**src/rtl/indirect_rd_engine.sv**
```systemverilog
module indirect_rd_engine #(
  parameter int DEPTH = 8,
  localparam int AW = $clog2(DEPTH)
) (
  input  logic        clk,
  input  logic        rst_n,
  input  logic        reg_wr,
  input  logic [1:0]  reg_sel,
  input  logic [31:0] reg_wdata,
  output logic [31:0] reg_rdata,
  input  logic        src_valid,
  output logic        src_ready,
  output logic [31:0] src_addr,
  input  logic [31:0] src_data,
  input  logic        win_rd,
  output logic [31:0] win_data
);

  logic [31:0] nbytes, saddr, faddr;
  logic [31:0] fetch_left, drain_left;
  logic        busy, done;
  logic [31:0] mem [DEPTH];
  logic [AW-1:0] wptr, rptr;
  logic [AW:0]   level;
  logic [31:0]   keep;

  wire ctl_wr   = reg_wr && reg_sel == 2'd0;
  wire go       = ctl_wr && reg_wdata[0] && !reg_wdata[1] && !busy;
  wire abort    = ctl_wr && reg_wdata[1] && busy;
  wire push     = src_valid && src_ready;
  wire pop      = win_rd && level != '0;
  wire last_pop = busy && pop && drain_left == 32'd1 && !abort;
  wire [31:0] nwords = {2'b00, nbytes[31:2]} + {31'd0, |nbytes[1:0]};

  assign src_ready = busy && fetch_left != '0 && level != (AW+1)'(DEPTH);
  assign src_addr  = faddr;
  assign win_data  = mem[rptr];

  always_comb begin
    keep = '1;
    if (fetch_left == 32'd1)
      case (nbytes[1:0])
        2'd1:    keep = 32'h0000_00FF;
        2'd2:    keep = 32'h0000_FFFF;
        2'd3:    keep = 32'h00FF_FFFF;
        default: keep = '1;
      endcase
  end

  always_comb
    case (reg_sel)
      2'd0:    reg_rdata = {26'd0, done, 2'd0, busy, 2'd0};
      2'd1:    reg_rdata = nbytes;
      2'd2:    reg_rdata = saddr;
      default: reg_rdata = {16'd0, {(15-AW){1'b0}}, level};
    endcase

  always_ff @(posedge clk)
    if (push) mem[wptr] <= src_data & keep;

  always_ff @(posedge clk or negedge rst_n)
    if (!rst_n) begin
      nbytes     <= '0;
      saddr      <= '0;
      faddr      <= '0;
      fetch_left <= '0;
      drain_left <= '0;
      busy       <= 1'b0;
      done       <= 1'b0;
      wptr       <= '0;
      rptr       <= '0;
      level      <= '0;
    end else begin
      if (reg_wr && reg_sel == 2'd1 && !busy) nbytes <= reg_wdata;
      if (reg_wr && reg_sel == 2'd2 && !busy) saddr  <= reg_wdata;

      if (ctl_wr && reg_wdata[5]) done <= 1'b0;
      if (last_pop || (go && nbytes == '0)) done <= 1'b1;

      if (abort) begin
        busy       <= 1'b0;
        fetch_left <= '0;
        drain_left <= '0;
        wptr       <= '0;
        rptr       <= '0;
        level      <= '0;
      end else begin
        if (go && nbytes != '0) begin
          busy       <= 1'b1;
          faddr      <= saddr;
          fetch_left <= nwords;
          drain_left <= nwords;
        end
        if (push) begin
          wptr       <= wptr + 1'b1;
          faddr      <= faddr + 32'd4;
          fetch_left <= fetch_left - 1'b1;
        end
        if (pop) begin
          rptr       <= rptr + 1'b1;
          drain_left <= drain_left - 1'b1;
        end
        if (last_pop) busy <= 1'b0;
        case ({push, pop})
          2'b10:   level <= level + 1'b1;
          2'b01:   level <= level - 1'b1;
          default: level <= level;
        endcase
      end
    end

endmodule


```
**config.mk**
```make
export PLATFORM = sky130hd
export DESIGN_NAME = indirect_rd_engine
export DESIGN_NICKNAME = d
export VERILOG_FILES = /design/src/rtl/indirect_rd_engine.sv
export SDC_FILE = /design/constraint.sdc
export NUM_CORES = 1
export LEC_CHECK = 0
export BUFFER_PORTS_ARGS = -buffer_cell sky130_fd_sc_hd__buf_2
export CAP_MARGIN = 20
export CORE_AREA = 2 2 215 217
export DETAILED_ROUTE_END_ITERATION = 8
export DIE_AREA = 0 0 217 219
export GPL_TIMING_DRIVEN = 0
export PLACE_DENSITY_LB_ADDON = 0.15
export SLEW_MARGIN = 20
export SYNTH_ARGS = -nofsm -noshare
export SYNTH_HDL_FRONTEND = slang
export SYNTH_SLANG_ARGS = --single-unit
```
**constraint.sdc**
```tcl
create_clock -name clk -period 16.3 [get_ports clk]
set_clock_uncertainty 0.05 [all_clocks]
set_input_delay 3.26 -clock clk [delete_from_list [all_inputs] [get_ports clk]]
set_output_delay 3.26 -clock clk [all_outputs]
set_load 0.01 [all_outputs]
```
# Word-level counts from Yosys, hierarchy flattened
# Memory sizes are Yosys's and may differ from the RTL's.
# Cells that the tools add are included.
# totals
mem_count,1
in_bits,71
out_inout_bits,97
mem_bits_rw,256
reg_bits,172
# mem_list
memory,depth,word_bits,rd,rd_ports_with_merged_regs,wr,line,source
mem,8,32,1,0,1,22,logic [31:0] mem [DEPTH];
# classes
n_addsub,8
muxes,23
n_reduce_logical,39
bitwise_logic,2
eq_ne,10
# op_table
op,n
$mux 32,8
$pmux 32 s3,2
$eq 32x1->1 const B,2
$reduce_bool 32->1,2
$sub 32x1->32 const B,2
$add 32x3->32 const B,1
$and 32x32->32,1
$logic_not 32->1,1
$add 30x1->31,1
$logic_and 1x1->1,20
$mux 3,4
$reduce_bool 3->1,4
$eq 2x2->1 const B,4
$pmux 4 s2,1
$reduce_bool 2->1,4
$mux 1,7
$add 3x1->3 const B,2
$eq 2x1->1 const B,3
$add 4x1->4 const B,1
$mux 4,1
$ne 4x4->1 const B,1
$reduce_bool 4->1,1
$sub 4x1->4 const B,1
$logic_not 1->1,3
other kinds (5),5

# Logic depth before layout (Yosys ltp)
# depth
word_depth,9
ltp_mapped,14
ltp_nobuf,13

# Least setup slack after synthesis
# Ideal clock, no wire load.
# synth_timing
path_type,in2reg
startpoint,input src_valid
endpoint,memory mem[2][0] (enable)
arrival_ns,7.192
path_stages,5
slack_ns,8.546
required_time_ns,15.737
path_cell_list,and2_1 nand2_1 buf_2 buf_2 nor4b_1
# synth_between
elab_chain_cells,3
# synth_lines
element,line,source
from (decl),11,"input logic src_valid,"
$logic_and 1x1->1,30,wire push = src_valid && src_ready;
$mux 1,59,if (push) mem[wptr] <= src_data & keep;
$mux 1 (not written as such),59,
to (decl),22,
# No other way between the ends.

# Worst setup path in the final report
# layout_timing
startpoint,input reg_sel[1]
endpoint,output reg_rdata[15]
# layout_between
elab_chain_cells,2
elab_cells_between_ends,4
# layout_lines
element,line,source
from (decl),8,"input logic [1:0] reg_sel,"
$eq 2x2->1 (tied with other cells),51,case (reg_sel)
$pmux 32 s3 *,51,
to (decl),10,"output logic [31:0] reg_rdata,"
# Mark *: on every way between the ends. The rest lies on a longest branch, timed or not.

==> results_dict.tcl <==
set metrics [dict create \
    globalplace.congestion 0.947 \
    cp_common_cell "clkbuf_1" \
    wl_met1_um 26200 \
    ant_nets 0 \
    place_ws_ns 7.83 \
    num_rows 78 \
    ir_worst_vdd_mv 0.0967 \
    ys_ff_latch 428 \
    antenna_found_initial 0 \
    cts_tree "done" \
    critPathMaxStageDelay_ns 0.53 \
    synth.top_cell.area_share_pct 38.2 \
    synthDistinctLibCells 82 \
    synthArstFlopShare_pct 40.2 \
    slew_headroom_pct 31.5 \
    die_w_um 217 \
    leakagePower_nw 8.58 \
    root_buffer "clkbuf_16" \
    grt_pass1_vias 14722 \
    cp_max_fo 10 \
    clock.fmax_ghz 0.117 \
    worstMarginPinSlew_ns 1.03 \
    via_count 14685 \
    yosys.area.top_type "edfxtp_1" \
    cts_sinks 428 \
    die_h_um 219 \
    ys_warn_count 0 \
    worstHoldPathType "flip-flop to flip-flop" \
    layout-drive-gt1-share_pct 26.7 \
    drt_iter0_drc 1590 \
    setup_ws_ns 7.77 \
    layout_common_cells "edfxtp_1, buf_2, dfrtp_1, nand2_1, mux2_2" \
    clockBufferDepth 3 \
    rsz0062_at_grt "no" \
    grt_start_max_net_pins 76 \
    max-cap-violations 0 \
    coreArea_um2 45100 \
    syn_inst 1519 \
    setup_viol 0 \
    arrival_ns 5.22 \
    clk_latency_ns 0.59 \
    nNetsFinal 1854 \
    syn-num-nets 1604 \
    route.met2.wl_um 28300 \
    timing.final.crit_period_ns 8.53 \
    final_common_cell "edfxtp_1" \
    cellPowerDensity_nw_per_um2 167 \
    synthTopCellsByArea "edfxtp_1, dfrtp_1, mux4_2" \
    place_area_um2 22100 \
    dp_hpwl_um 43800 \
    worstSetupPathType "input pin to output pin" \
    grt_use_total_pct 25.9 \
    drv_slew 0 \
    routed_wl_um 61100 \
    cts-resized-gates 0 \
    clk_pin_slew_ns 0.06 \
    hold_viol_final 0 \
    pin_count 168 \
    port_buffers 165 \
    route.detailed.drc 0 \
    ys_seq_area_share_pct 59.6 \
    status "complete, no violations" \
    routedWlPerCell_um 25.4 \
    synth_edf_count 256 \
    start_util_pct 44.6 \
    cts_buffers 45 \
    area_delta_synth_final_pct 17.1 \
    fin_crit_sh_pct 52.3 \
    hold_slack_ns 0.437 \
    cts_hold_buffers 0 \
    die_area_um2 47500 \
    tns_ns 0 \
    end_kind "output pin" \
    dr.pass1.iters 6 \
    cp-start-kind "input pin" \
    synth_top_flop_cell "edfxtp_1" \
    syn-cell-area_um2 20100 \
    grt_pass1_wl_um 92700 \
    avgSynthCellArea_um2 13.2 \
    wl_met3_um 4490 \
    critPathRequiredTime_ns 12.99 \
    crit_family "buffers and inverters" \
    cts_setup_buffers 0 \
    slowest_stage "clkbuf_1" \
    path_cells "clkbuf_1 > nor2b_1 > clkbuf_1 > buf_1 > a22o_1 > buf_2" \
    gr-total-overflow 0 \
    routed.top_layer "met4" \
    viasPerCell 6.10 \
    fin_area_um2 23500 \
    critPathBufInv 4 \
    cts.htree.levels 2 \
]
-- per-layer routing --
| layer | track usage [%] | up-vias |
|---|---|---|
| li1 | - | 6461 |
| met1 | 36.4 | 7478 |
| met2 | 40.3 | 627 |
| met3 | 4.78 | 119 |
| met4 | 9.86 | 0 |
| met5 | 0 | - |
-- layout make-up --
cell class	count	area, um^2
Fill cell	3942	21500
Buffer	100	395
Tap cell	600	751
Antenna cell	1	2.50
Multi-Input combinational cell	973	7710
Clock inverter	26	249
Clock buffer	57	1180
Inverter	18	67.6
Timing Repair Buffer	203	1190
Sequential cell	428	12000
-- synth_stat cells, types with 6 or more instances --
cell	instances
a211oi_1	14
a21oi_1	67
a22o_1	31
a22oi_1	15
a311oi_1	6
a31oi_1	17
a32oi_1	10
and2_1	33
and3_1	19
and4_1	11
buf_1	16
buf_2	16
clkbuf_1	68
dfrtp_1	172
edfxtp_1	256
ha_1	14
inv_1	18
mux2_2	100
mux2i_1	12
mux4_2	65
nand2_1	111
nand3_1	60
nand3b_1	7
nand4_1	31
nor2_1	67
nor3_1	37
nor3b_1	6
nor4_1	28
o211ai_1	9
o21ai_0	53
o221a_2	6
or3_1	8
xnor2_1	20
xor2_1	14
-- cells by family (layout without fill, tap and decap cells) --
kind of cell,Yosys count,in the layout,share of synthesized area [%]
flops,428,428,59.6
simple gates,450,450,11.8
buf+inv,118,404,2.30
xor+xnor,34,34,1.48
mux,177,177,13.5
compound gates,298,298,10.4
other cells,0,1,0
fa+ha+maj,14,14,0.871
-- registers in the layout, summed over array words and instances (netlist names) --
name        cells
wptr            3
drain_left     32
rptr            3
saddr          32
busy            1
mem           256
fetch_left     32
nbytes         32
level           4
src_addr       32
done            1
-- path summary, 6_finish.rpt --
kind	start	end	slack (ns)	cells past startpoint
setup / recovery	reg_sel[1]	reg_rdata[15]	7.77	6
hold reg to reg	src_addr[0]	src_addr[0]	0.44	2
setup reg to reg	level[0]	mem[4][13]	11.50	11
min in group asynchronous	rst_n	saddr[27]	2.47	1
max in group asynchronous	rst_n	drain_left[14]	13.03	2
hold / removal	src_addr[0]	src_addr[0]	0.44	2
-- stage by stage --
step           cells  total power [W]  utilization [%]
2_1_floorplan   1519          0.00239                -
4_1_cts         2405          0.00394             52.2
3_3_place_gp    2284          0.00289             48.1
5_1_grt         2405          0.00412             52.2
6_report        2406          0.00393             52.2
3_5_place_dp    2322          0.00293             49.0
-- worst min-delay path, stage by stage, from the launching register on --
cell and delay, ns:
dfrtp_1 0.35, nand2_1 0.05, nand2_1 0.06
-- power breakdown --
part           total, W  switching, W  internal [W]  leakage (nW)
registers       0.00163      0.000259       0.00137          4.33
logic           0.00130      0.000721      0.000576          3.55
clock network   0.00101      0.000438      0.000567         0.706
(Power assumes the default switching activity.)
